**src/rtl/xmon_pkg.sv**
```systemverilog
package xmon_pkg;
    typedef enum logic [1:0] {
        DIR_HOLD = 2'd0,
        DIR_RISE = 2'd1,
        DIR_FALL = 2'd2
    } line_dir_t;

    typedef enum logic {
        MON_EMPTY  = 1'b0,
        MON_PRIMED = 1'b1
    } mon_state_t;

    function automatic logic [1:0] pair_factor(input line_dir_t a, input line_dir_t b);
        logic [1:0] f;
        if (a == DIR_HOLD && b == DIR_HOLD)      f = 2'd0;
        else if (a == DIR_HOLD || b == DIR_HOLD) f = 2'd1;
        else if (a == b)                         f = 2'd0;
        else                                     f = 2'd2;
        return f;
    endfunction
endpackage

```
**src/rtl/xmon_line_classify.sv**
```systemverilog
module xmon_line_classify
    import xmon_pkg::*;
#(
    parameter int BUS_W = 16
) (
    input  logic [BUS_W-1:0]      prev_word,
    input  logic [BUS_W-1:0]      cur_word,
    output logic [BUS_W-1:0]      moved,
    output logic [BUS_W-2:0][1:0] pair_fac
);
    line_dir_t dir [BUS_W];

    for (genvar i = 0; i < BUS_W; i++) begin : g_line
        always_comb begin
            unique case ({prev_word[i], cur_word[i]})
                2'b01:   dir[i] = DIR_RISE;
                2'b10:   dir[i] = DIR_FALL;
                default: dir[i] = DIR_HOLD;
            endcase
            moved[i] = (dir[i] != DIR_HOLD);
        end
    end

    for (genvar p = 0; p < BUS_W - 1; p++) begin : g_pair
        always_comb pair_fac[p] = pair_factor(dir[p], dir[p+1]);
    end
endmodule

```
**src/rtl/xmon_energy_calc.sv**
```systemverilog
module xmon_energy_calc #(
    parameter int BUS_W  = 16,
    parameter int WGT_W  = 8,
    parameter int CNT_W  = 5,
    parameter int CSUM_W = 5,
    parameter int EN_W   = 14
) (
    input  logic [BUS_W-1:0]      moved,
    input  logic [BUS_W-2:0][1:0] pair_fac,
    input  logic [WGT_W-1:0]      gnd_wgt,
    input  logic [WGT_W-1:0]      side_wgt,
    output logic [CNT_W-1:0]      flips,
    output logic [EN_W-1:0]       energy
);
    logic [CSUM_W-1:0] csum;

    always_comb begin
        flips = '0;
        for (int i = 0; i < BUS_W; i++)
            flips = flips + CNT_W'(moved[i]);
    end

    always_comb begin
        csum = '0;
        for (int p = 0; p < BUS_W - 1; p++)
            csum = csum + CSUM_W'(pair_fac[p]);
    end

    always_comb
        energy = EN_W'(gnd_wgt) * EN_W'(flips) + EN_W'(side_wgt) * EN_W'(csum);
endmodule

```
**src/rtl/xmon_sat_total.sv**
```systemverilog
module xmon_sat_total #(
    parameter int IN_W  = 14,
    parameter int ACC_W = 32
) (
    input  logic             clk,
    input  logic             rst_n,
    input  logic             zero,
    input  logic             add_en,
    input  logic [IN_W-1:0]  inc,
    output logic [ACC_W-1:0] total
);
    logic [ACC_W:0] sum;

    always_comb sum = {1'b0, total} + (ACC_W+1)'(inc);

    always_ff @(posedge clk or negedge rst_n) begin
        if (!rst_n)                total <= '0;
        else if (zero)             total <= '0;
        else if (add_en) begin
            if (sum[ACC_W])        total <= '1;
            else                   total <= sum[ACC_W-1:0];
        end
    end
endmodule

```
**src/rtl/bus_xition_energy_mon.sv**
```systemverilog
module bus_xition_energy_mon
    import xmon_pkg::*;
#(
    parameter int BUS_W  = 16,
    parameter int WGT_W  = 8,
    parameter int ACC_W  = 32,
    localparam int CNT_W  = $clog2(BUS_W + 1),
    localparam int CSUM_W = $clog2(2 * BUS_W),
    localparam int EN_W   = WGT_W + CSUM_W + 1
) (
    input  logic             clk,
    input  logic             rst_n,
    input  logic             smp_vld,
    input  logic [BUS_W-1:0] bus_word,
    input  logic [WGT_W-1:0] gnd_wgt,
    input  logic [WGT_W-1:0] side_wgt,
    input  logic             tot_clr,
    input  logic             tot_freeze,
    output logic             res_vld,
    output logic [CNT_W-1:0] res_flips,
    output logic [EN_W-1:0]  res_energy,
    output logic [ACC_W-1:0] tot_flips,
    output logic [ACC_W-1:0] tot_energy
);
    mon_state_t state_q, state_d;
    logic [BUS_W-1:0]      prev_q;
    logic [BUS_W-1:0]      moved;
    logic [BUS_W-2:0][1:0] pair_fac;
    logic [CNT_W-1:0]      step_flips;
    logic [EN_W-1:0]       step_energy;
    logic take, score;

    initial begin
        if (BUS_W < 2)  $error("BUS_W must be at least 2");
        if (EN_W > ACC_W) $error("ACC_W too narrow for one step");
    end

    xmon_line_classify #(.BUS_W(BUS_W)) u_cls (
        .prev_word (prev_q),
        .cur_word  (bus_word),
        .moved     (moved),
        .pair_fac  (pair_fac)
    );

    xmon_energy_calc #(
        .BUS_W(BUS_W), .WGT_W(WGT_W), .CNT_W(CNT_W),
        .CSUM_W(CSUM_W), .EN_W(EN_W)
    ) u_calc (
        .moved    (moved),
        .pair_fac (pair_fac),
        .gnd_wgt  (gnd_wgt),
        .side_wgt (side_wgt),
        .flips    (step_flips),
        .energy   (step_energy)
    );

    // strobe accepted only when no clear competes with it
    always_comb take  = smp_vld && !tot_clr;
    always_comb score = take && (state_q == MON_PRIMED);

    // next-state: LOAD, SCORE, FLUSH
    always_comb begin
        state_d = state_q;
        unique case (state_q)
            MON_EMPTY:  if (take) state_d = MON_PRIMED;
            MON_PRIMED: state_d = MON_PRIMED;
            default:    state_d = MON_EMPTY;
        endcase
        if (tot_clr) state_d = MON_EMPTY;
    end

    always_ff @(posedge clk or negedge rst_n) begin
        if (!rst_n) state_q <= MON_EMPTY;
        else        state_q <= state_d;
    end

    // datapath and result registers
    always_ff @(posedge clk or negedge rst_n) begin
        if (!rst_n) begin
            prev_q     <= '0;
            res_vld    <= 1'b0;
            res_flips  <= '0;
            res_energy <= '0;
        end else begin
            if (take) prev_q <= bus_word;
            res_vld <= score;
            if (score) begin
                res_flips  <= step_flips;
                res_energy <= step_energy;
            end
        end
    end

    localparam int NTOT = 2;
    logic [NTOT-1:0][EN_W-1:0]  tot_inc;
    logic [NTOT-1:0][ACC_W-1:0] tot_val;

    always_comb begin
        tot_inc[0] = EN_W'(step_flips);
        tot_inc[1] = step_energy;
    end

    for (genvar k = 0; k < NTOT; k++) begin : g_tot
        xmon_sat_total #(.IN_W(EN_W), .ACC_W(ACC_W)) u_tot (
            .clk    (clk),
            .rst_n  (rst_n),
            .zero   (tot_clr),
            .add_en (score && !tot_freeze),
            .inc    (tot_inc[k]),
            .total  (tot_val[k])
        );
    end

    always_comb begin
        tot_flips  = tot_val[0];
        tot_energy = tot_val[1];
    end
endmodule

```
**config.mk**
```make
export PLATFORM = sky130hd
export DESIGN_NAME = bus_xition_energy_mon
export DESIGN_NICKNAME = d
export VERILOG_FILES = /design/src/rtl/xmon_pkg.sv /design/src/rtl/xmon_line_classify.sv /design/src/rtl/xmon_energy_calc.sv /design/src/rtl/xmon_sat_total.sv /design/src/rtl/bus_xition_energy_mon.sv
export SDC_FILE = /design/constraint.sdc
export NUM_CORES = 1
export LEC_CHECK = 0
export BUFFER_PORTS_ARGS = -buffer_cell sky130_fd_sc_hd__buf_4
export CAP_MARGIN = 0
export CORE_ASPECT_RATIO = 0.75
export CORE_UTILIZATION = 50
export DETAILED_ROUTE_END_ITERATION = 6
export PLACE_DENSITY = 0.7
export SETUP_SLACK_MARGIN = 0.1
export SLEW_MARGIN = 15
export SYNTH_ARGS = -nofsm -noshare
export SYNTH_HDL_FRONTEND = slang
export SYNTH_HIERARCHICAL = 1
export SYNTH_SLANG_ARGS = --single-unit
export TNS_END_PERCENT = 1
```
**constraint.sdc**
```tcl
create_clock -name clk -period 14.4 [get_ports clk]
set_input_delay 2.88 -clock clk [delete_from_list [all_inputs] [get_ports clk]]
set_output_delay 2.88 -clock clk [all_outputs]
set_load 0.01 [all_outputs]
```
==> key figures, run 1 <==
Outcome
  – Status: finished, final reports clean

Timing
  – RSZ-0062 raised after global routing: no
  – Peak Freq: 0.0734 GHz
  – Final hold violations: 0
  – Final worst path period share: 94.6%
  – Worst rel slew slack: 40.6%
  – Clk_skew: 0.0141 ns
  – Setup violators final: 0
  – Post-route setup TNS: 0 ns
  – Worst-Margin Slew: 0.891 ns
  – Final setup margin: 0.774 ns
  – Max-slew violations: 0
  – Tmin final: 13.63 ns

Run
  – # Max-Cap Violations: 0

GRT
  – First-pass GRT wire length: 44700 um
  – GRT Total Usage: 23.9%
  – Largest net degree at the start of global routing: 71
  – Vias in the first global route: 8661
  – Grt ovf: 0
  – Antenna violations before repair: 0

Die
  – Num ports: 121
  – Core area: 0.0222 mm2
  – Rows: 47
  – Die ar.: 0.0233 mm2
  – Die Ht: 133 um
  – Starting Density: 51.2%
  – Die width: 176 um

Setup path
  – Setup crit end kind: flop
  – Critical path startpoint category: input pin
  – Worst R2R Start: prev_q[7]
  – CP max FO: 16
  – Crit path max-delay family: adder cells
  – Critical Path Max Stage Delay: 0.54 ns
  – Worst setup startpoint: bus_word[7]
  – Internal reg-to-reg setup slack: 2.95 ns
  – Reg2Reg Depth: 39
  – Worst EP arrival: 13.89 ns
  – CP max-delay cell: fa_1
  – R2r endpoint: g_tot[1].u_tot/total[27]
  – Worst setup path end: g_tot[1].u_tot/total[27]
  – Crit-path most repeated cell: fa_1
  – WP buf/inv: 8
  – Crit Path Category: input pin to flop
  – Worst EP required: 14.66 ns
  – Worst path depth: 39

Synthesis
  – Top-area cell type share of the netlist area: 22.2%
  – Post-Syn Instances: 1175
  – Count of flip-flops with a built-in enable after synthesis: 0
  – XOR/XNOR Fraction of Synth Area: 5.01%
  – Seq/Total Area, Yosys: 22.2%
  – Main combinational cell family by area after synthesis: adder cells
  – Primary FF master, synth: dfrtp_1
  – FFs w/ async S/R, synth: 100%
  – Synth Area in Simple Gates: 16.0%
  – Top-count cell post-synth: inv_1
  – Mean post-synth cell area: 9.67 um2
  – Mux cell area share after synthesis: 4.09%
  – Synth Area in Adders: 31.7%
  – Top cells by count, synth: inv_1, ha_1, dfrtp_1, fa_1, nor2_1
  – Synth top area cells: dfrtp_1, fa_1, ha_1
  – Leading area contributor after synthesis: dfrtp_1
  – Synth Register Bits: 101
  – Post-synthesis compound-gate area fraction: 13.3%
  – Syn. warnings: 6
  – Post-Syn Area: 0.0114 mm2
  – Netlist cell types: 79

Drt
  – Iter 0 DRT Violations: 548
  – DR DRC count: 0
  – Detail Route Antenna Nets: 0
  – Final WL: 26500 um
  – Routed wire length per instance: 16.8 um
  – Drt pass-1 iters: 5
  – Vias: 8739
  – Post-DR vias/cell: 5.52

Placement
  – Final GP Congestion: 0.921
  – Post-placement setup slack: 0.446 ns
  – Port-buffer cells: 120
  – Placed wire-length estimate: 20900 um

Clock tree
  – CTS tree: yes
  – Buffer depth of the longest clock path: 2
  – Number of buffers created by CTS: 9
  – Setup repair bufs after CTS: 0
  – Clk slew on worst S/H paths: 0.08 ns
  – Later-pin clock latency in the skew report: 0.36 ns
  – Clock root cell: clkbuf_16
  – H-Tree Depth: 3
  – CTS Sinks: 101

Finish
  – Antenna cells: 0
  – Layout cells sized above 1: 16.3%
  – Synthesis-to-finish area growth: 12.4%
  – Final nets: 1553

Hold path
  – Worst Hold Class: flop to flop
-- cell usage in the layout (no fill, tap or decap), types with 4 or more instances in the layout --
cell and n:
nand3_1 27, o21ai_2 4, and4_1 9, buf_4 123, a211oi_1 26, xnor2_1 56, conb_1 9, o21ai_0 14
dfrtp_1 101, fa_1 91, inv_1 176, clkbuf_16 9, mux2_2 24, a21o_1 13, o22ai_1 6, xor2_1 8
nor2_1 76, and3_1 18, nor2b_1 26, o21ai_1 5, o211ai_1 8, a311oi_1 21, a21oi_1 51, a41oi_1 4
a31oi_1 22, ha_1 142, nor3b_1 12, nor3_1 25, nand2b_1 17, mux2_4 10, and2_1 35, nand2_1 39
-- through the flow --
step                      instance area (um2)  hold slack, ns  instances  util (%)
after floorplan                         11400           0.510       1183         -
after global placement                  12500           0.491       1566      56.3
after detailed placement                12500           0.498       1566      56.3
after CTS                               12800           0.521       1582      57.6
after global routing                    12800           0.530       1582      57.6
final                                   12800           0.516       1582      57.6
-- final cells by class --
type,count,area (um2)
clock buffers,10,229
multi-input cells,872,8010
repair buffers,123,923
well taps,294,368
inverters,176,661
flip-flops and latches,101,2530
fillers,1946,9400
clock inverters,6,53.8
-- routing by layer --
metal  routed length (um)  global-route usage [%]  vias to the layer above
li1                     -                       -                     4224
met1                13600                    36.7                     4277
met2                11100                    34.5                      217
met3                 1480                    4.71                       21
met4                  316                    4.69                        0
met5                    0                       0                        -
-- registers in the layout (all words and copies together), names as in the netlist --
name               count
g_tot.u_tot/total     64
prev_q                16
res_energy            14
res_flips              5
res_vld                1
state_q                1
-- how the worst min path moves through the flow --
stage | cells past startpoint | slack (ns) | to | start
3_3_place_gp | 1 | 0.49 | res_energy[4] | res_energy[4]
6_report | 1 | 0.52 | res_energy[2] | res_energy[2]
2_1_floorplan | 1 | 0.51 | prev_q[0] | prev_q[0]
3_5_place_dp | 1 | 0.50 | res_flips[3] | res_flips[3]
5_1_grt | 1 | 0.53 | res_energy[2] | res_energy[2]
4_1_cts | 1 | 0.52 | res_energy[2] | res_energy[2]
-- cell families (layout without fill, tap and decap cells) --
group	after synthesis	after routing
and+or+nand+nor	317	317
adders and majority gates	233	233
AOI/OAI and AO/OA	210	210
buffers and inverters	210	315
DFF	101	101
xor gates and xnor gates	65	65
muxes	38	38
other	1	9
-- repair_timing --
action,in CTS,in global routing
hold buffers,0,0
resized for setup,0,1
endpoints found under the setup margin,0,1
Power of run 1 is not shown: default switching activity piles up to over one toggle a cycle in this logic, so the estimate is an artifact.
==> run 2: changes to the inputs <==
--- a/config.mk
+++ b/config.mk
@@ -8,9 +8,9 @@
 export BUFFER_PORTS_ARGS = -buffer_cell sky130_fd_sc_hd__buf_4
 export CAP_MARGIN = 0
 export CORE_ASPECT_RATIO = 0.75
-export CORE_UTILIZATION = 50
+export CORE_UTILIZATION = 61
 export DETAILED_ROUTE_END_ITERATION = 6
-export PLACE_DENSITY = 0.7
+export PLACE_DENSITY = 0.82
 export SETUP_SLACK_MARGIN = 0.1
 export SLEW_MARGIN = 15
 export SYNTH_ARGS = -nofsm -noshare
==> constraint.sdc (replaced) <==
create_clock -name clk -period 14.4 [get_ports clk]
set_input_delay 0 -clock clk [delete_from_list [all_inputs] [get_ports clk]]
set_output_delay 0 -clock clk [all_outputs]
set_load 0.01 [all_outputs]
==> run 2 against run 1 <==
Effect of this change:
- setup slack improved by 2.2 ns
- cell area rose by 0.79%
- first-iteration DRC count rose by 55%
- utilization rose by 14 points
- critical endpoint is now g_tot[1].u_tot/total[14]
- non-clock buffer count rose by 17
- routed wire length barely moved
==> key figures, run 2 (synthesis gave the netlist of run 1 again) <==
Outcome
  – Status: finished, final reports clean

Die
  – Die Ht: 120 um
  – Num ports: 121
  – Die width: 160 um
  – Core area: 0.0179 mm2
  – Die ar.: 0.0192 mm2
  – Rows: 42
  – Starting Density: 63.4%

Clock tree
  – Post_cts resized: 0
  – CTS Sinks: 101
  – Clock root cell: clkbuf_16
  – Clk slew on worst S/H paths: 0.08 ns
  – Number of buffers created by CTS: 9
  – Later-pin clock latency in the skew report: 0.35 ns
  – Setup repair bufs after CTS: 0
  – CTS tree: yes
  – Buffer depth of the longest clock path: 2
  – H-Tree Depth: 3

Drt
  – Final WL: 26500 um
  – DR DRC count: 0
  – Drt pass-1 iters: 7
  – Iter 0 DRT Violations: 852
  – Detail Route Antenna Nets: 0
  – Routed wire length per instance: 17.1 um
  – Vias: 9059
  – Post-DR vias/cell: 5.86

Setup path
  – Setup crit end kind: flop
  – CP max FO: 9
  – Critical path startpoint category: flop
  – Worst EP arrival: 11.67 ns
  – Critical Path Max Stage Delay: 0.59 ns
  – CP max-delay cell: nor3_1
  – Crit Path Category: flop to flop
  – Crit-path most repeated cell: fa_1
  – Worst EP required: 14.60 ns

GRT
  – First-pass GRT wire length: 44800 um
  – Grt ovf: 0
  – Met1 Use GR: 43.2%
  – GR peak layer: met2
  – GRT Total Usage: 29.1%
  – Largest net degree at the start of global routing: 71
  – GR Util met2: 43.9%
  – Global routing usage on met3: 5.52%
  – Vias in the first global route: 8958
  – Antenna violations before repair: 0

Finish
  – Layout cells sized above 1: 16.0%
  – Synthesis-to-finish area growth: 13.3%
  – Most frequent cells in the layout: inv_1, ha_1, buf_4
  – Max FFs per register: 64
  – Final nets: 1570
  – Most common cell after layout, fill and taps aside: inv_1
  – Largest register by flop count: g_tot.u_tot/total
  – Antenna cells: 0
  – Top flop regs: g_tot.u_tot/total (64), prev_q (16), res_energy (14)

Timing
  – Final hold violations: 0
  – Peak Freq: 0.0872 GHz
  – Clk_skew: 0.00763 ns
  – RSZ-0062 raised after global routing: no
  – Worst-Margin Slew: 1.05 ns
  – Final worst path period share: 79.6%
  – Worst rel slew slack: 29.2%
  – Post-route setup TNS: 0 ns
  – Setup violators final: 0
  – Tmin final: 11.47 ns
  – Max-slew violations: 0

Placement
  – Final GP Congestion: 0.954
  – Port-buffer cells: 120
  – Placed wire-length estimate: 20700 um

Hold path
  – Worst Hold Class: input pin to flop

Run
  – # Max-Cap Violations: 0
run 2: changes by cell type in the layout (fill, tap and decap cells not counted):
| cell | before | now |
|---|---|---|
| buf_4 | 123 | 122 |
| clkbuf_1 | 1 | 0 |
| clkinv_2 | 0 | 2 |
| clkinvlp_4 | 1 | 0 |
| dlygate4sd3_1 | 0 | 18 |
| inv_6 | 2 | 1 |
| inv_8 | 1 | 2 |
| xnor2_1 | 56 | 57 |
| xnor2_2 | 1 | 0 |
run 2: through the flow:
stage	cells	hold WS, ns	cell area, um2	setup WS [ns]	utilization, %
floorplan	1183	-0.296	11400	3.71	-
global placement	1513	0.0638	12400	3.28	69.2
detailed placement	1513	0.0657	12400	3.03	69.2
CTS	1547	0.0873	12900	2.98	71.8
global route	1547	0.107	12900	2.32	71.8
finish	1547	0.0975	12900	2.93	71.8
run 2: final timing paths:
path / from / to / slack, ns / cells after the start
setup / recovery: prev_q[7] / g_tot[1].u_tot/total[14] / 2.93 / 36
hold / removal: tot_freeze / g_tot[0].u_tot/total[7] / 0.1 / 4
setup reg to reg: prev_q[7] / g_tot[1].u_tot/total[14] / 2.93 / 36
hold reg to reg: res_energy[8] / res_energy[8] / 0.50 / 1
max in group asynchronous: rst_n / g_tot[1].u_tot/total[19] / 12.99 / 3
min in group asynchronous: rst_n / prev_q[4] / 0.22 / 2
run 2: per-layer routing:
metal | share of wire [%] | routed length [um] | vias to the layer above
met2 | 43 | 11500 | 332
met5 | 0 | 0 | -
met3 | 7.0 | 1860 | 31
met1 | 48 | 12700 | 4435
li1 | - | - | 4261
met4 | 1.7 | 459 | 0
run 2: final cells by class:
type	instances	area [um2]
Multi-Input combinational cell	872	8000
Fill cell	1340	5050
Sequential cell	101	2530
Timing Repair Buffer	140	1100
Inverter	176	661
Tap cell	242	303
Clock buffer	9	225
Clock inverter	7	58.8
run 2: what timing repair did:
item / 4_1_cts / 5_1_grt
endpoints found under the setup margin: 0 / 0
hold buffers: 18 / 0
hold endpoints to repair: 61 / 0
run 2: worst max-delay path, delay by kind of cell (launching register included):
kind | cells | cell delay (ns)
adders and majority gates | 15 | 6.91
AOI/OAI and AO/OA | 7 | 1.86
and+or+nand+nor | 7 | 1.63
buffers and inverters | 7 | 0.50
DFF | 1 | 0.38
Power of run 2 is left out for the same reason.
==> run 3: changes to the inputs <==
--- a/config.mk
+++ b/config.mk
@@ -8,9 +8,9 @@
 export BUFFER_PORTS_ARGS = -buffer_cell sky130_fd_sc_hd__buf_4
 export CAP_MARGIN = 0
 export CORE_ASPECT_RATIO = 0.75
-export CORE_UTILIZATION = 61
+export CORE_UTILIZATION = 55
 export DETAILED_ROUTE_END_ITERATION = 6
-export PLACE_DENSITY = 0.82
+export PLACE_DENSITY = 0.78
 export SETUP_SLACK_MARGIN = 0.1
 export SLEW_MARGIN = 15
 export SYNTH_ARGS = -nofsm -noshare
==> constraint.sdc (replaced) <==
create_clock -name clk -period 10.2 [get_ports clk]
set_input_delay 0 -clock clk [delete_from_list [all_inputs] [get_ports clk]]
set_output_delay 0 -clock clk [all_outputs]
set_load 0.01 [all_outputs]
==> run 3 against run 2 <==
Effect of this change:
- the flow now finishes with violations (negative setup slack)
- via count rose by 4.1%
- critical path type unchanged
- register-to-register slack got worse by 3.2 ns
- clock skew rose by 0.0030 ns
- highest routed layer unchanged
- critical endpoint is now g_tot[1].u_tot/total[1]
- die area rose by 11%
- hold slack got worse by 0.0059 ns
- utilization fell by 2.1 points
- routed wire length rose by 5.8%
- non-clock buffer count rose by 94
- sequential share of layout area fell by 1.7 points
- final cell count rose by 7.2%
==> key figures, run 3 (synthesis gave the netlist of run 1 again) <==
Setup path
  – Worst EP arrival: 10.73 ns
  – Worst R2R Start: prev_q[8]
  – Setup crit end kind: flop
  – Crit-path most repeated cell: fa_1
  – Internal reg-to-reg setup slack: -0.26 ns
  – Worst setup startpoint: prev_q[8]
  – WP buf/inv: 9
  – Critical Path Max Stage Delay: 0.54 ns
  – Crit path max-delay family: adder cells
  – Crit Path Category: flop to flop
  – Critical path startpoint category: flop
  – CP max-delay cell: fa_1
  – CP max FO: 5
  – Worst EP required: 10.47 ns
  – R2r endpoint: g_tot[1].u_tot/total[1]
  – Reg2Reg Depth: 40

Drt
  – Iter 0 DRT Violations: 933
  – DR DRC count: 0
  – Drt pass-1 iters: 5
  – Routed wire length per instance: 16.9 um
  – Vias: 9428
  – Final WL: 28100 um
  – Detail Route Antenna Nets: 0
  – Post-DR vias/cell: 5.69

Clock tree
  – Buffer depth of the longest clock path: 2
  – Later-pin clock latency in the skew report: 0.35 ns
  – CTS tree: yes
  – H-Tree Depth: 3
  – Clock root cell: clkbuf_16
  – Number of buffers created by CTS: 9
  – CTS Sinks: 101
  – Clk slew on worst S/H paths: 0.08 ns

Die
  – Die width: 168 um
  – Starting Density: 56.2%
  – Die Ht: 126 um
  – Die ar.: 0.0212 mm2
  – Core area: 0.0202 mm2
  – Num ports: 121
  – Rows: 45

Outcome
  – Violated checks: negative setup slack
  – Status: finished, violations left

Placement
  – Placed inst area: 0.0132 mm2
  – Final GP Congestion: 0.893
  – Placed wire-length estimate: 21000 um
  – Port-buffer cells: 120

Finish
  – Final Cell Area: 0.0141 mm2
  – Top flop regs: g_tot.u_tot/total (64), prev_q (16), res_energy (14)
  – Layout cells sized above 1: 27.4%
  – Largest register by flop count: g_tot.u_tot/total
  – Antenna cells: 0
  – Most common cell after layout, fill and taps aside: buf_4
  – Filler instances: 1482
  – Final nets: 1665
  – Final core utilization: 69.7%
  – Most frequent cells in the layout: buf_4, inv_1, ha_1
  – Synthesis-to-finish area growth: 24.0%
  – Max FFs per register: 64

Timing
  – Final hold violations: 0
  – Post-route setup TNS: -5.12 ns
  – Peak Freq: 0.0956 GHz
  – Max-slew violations: 0
  – Final setup margin: -0.263 ns
  – Setup violators final: 32
  – Worst-Margin Slew: 0.944 ns
  – Clk_skew: 0.0106 ns
  – Tmin final: 10.46 ns
  – Worst hold slack: 0.0916 ns
  – Final worst path period share: 103%
  – RSZ-0062 raised after global routing: yes
  – Worst rel slew slack: 37.1%

GRT
  – Vias in the first global route: 9324
  – Grt ovf: 0
  – GRT Total Usage: 27.3%
  – Antenna violations before repair: 0
  – Largest net degree at the start of global routing: 75
  – First-pass GRT wire length: 46700 um

Hold path
  – Worst hold path stage count: 4
  – Hold EP: g_tot[0].u_tot/total[25]
  – Hold path startpoint: tot_freeze
  – Worst Hold Class: input pin to flop

Run
  – # Max-Cap Violations: 0
[run 3: changes by cell type in the layout (fill, tap and decap cells not counted), moves of 4 or more]
cell / change
inv_2: +15
inv_1: -15
a21oi_1: -11
ha_2: +6
buf_6: +4
a211oi_1: -4
a21oi_2: +9
ha_4: +13
ha_1: -19
nand3_1: -4
buf_4: +90
[run 3: routing by layer]
metal  GRT usage, %  wire length [um]
met5              0                 0
met4           4.96               299
met3           4.84              1810
met2           42.2             12500
met1           40.5             13400
[run 3: cell type report]
class	instances	area, um2	area share [%]
inverter	176	661	4.69
clock inverter	6	50.0	0.355
sequential	101	2530	17.9
timing repair buffer	234	1820	12.9
multi-input combinational	873	8470	60.1
tap	258	323	2.29
clock buffer	10	239	1.70
[run 3: worst max path at each step]
stage | to | slack, ns | depth (start not counted)
6_report | g_tot[1].u_tot/total[1] | -0.26 | 40
5_1_grt | g_tot[1].u_tot/total[15] | -0.61 | 40
4_1_cts | g_tot[1].u_tot/total[13] | -0.11 | 39
3_5_place_dp | g_tot[1].u_tot/total[17] | -0.32 | 37
3_3_place_gp | g_tot[1].u_tot/total[12] | -0.26 | 37
2_1_floorplan | g_tot[1].u_tot/total[25] | 0.1 | 39
[run 3: timing repair]
item,CTS,global route
cloned,1,0
hold endpoints to repair,44,0
endpoints found under the setup margin,32,32
hold buffers,18,0
pin swaps,66,23
buffers inserted,8,4
resized for setup,45,31
[run 3: metrics by stage]
stage / std cells / setup slack (ns)
after floorplan: 1183 / 0.100
after global placement: 1611 / -0.265
after detailed placement: 1611 / -0.324
after CTS: 1654 / -0.109
after global routing: 1658 / -0.608
final: 1658 / -0.263
[run 3: worst reg2reg max path: cells and delay by family, from the launching register on]
family | cells | cell delay, ns
adder cells (fa/ha/maj) | 15 | 6.21
AND/OR/NAND/NOR | 8 | 1.74
AO/OA/AOI/OAI | 8 | 1.36
buffers and inverters | 9 | 0.62
flip-flops | 1 | 0.40
Power of run 3 is left out for the same reason.
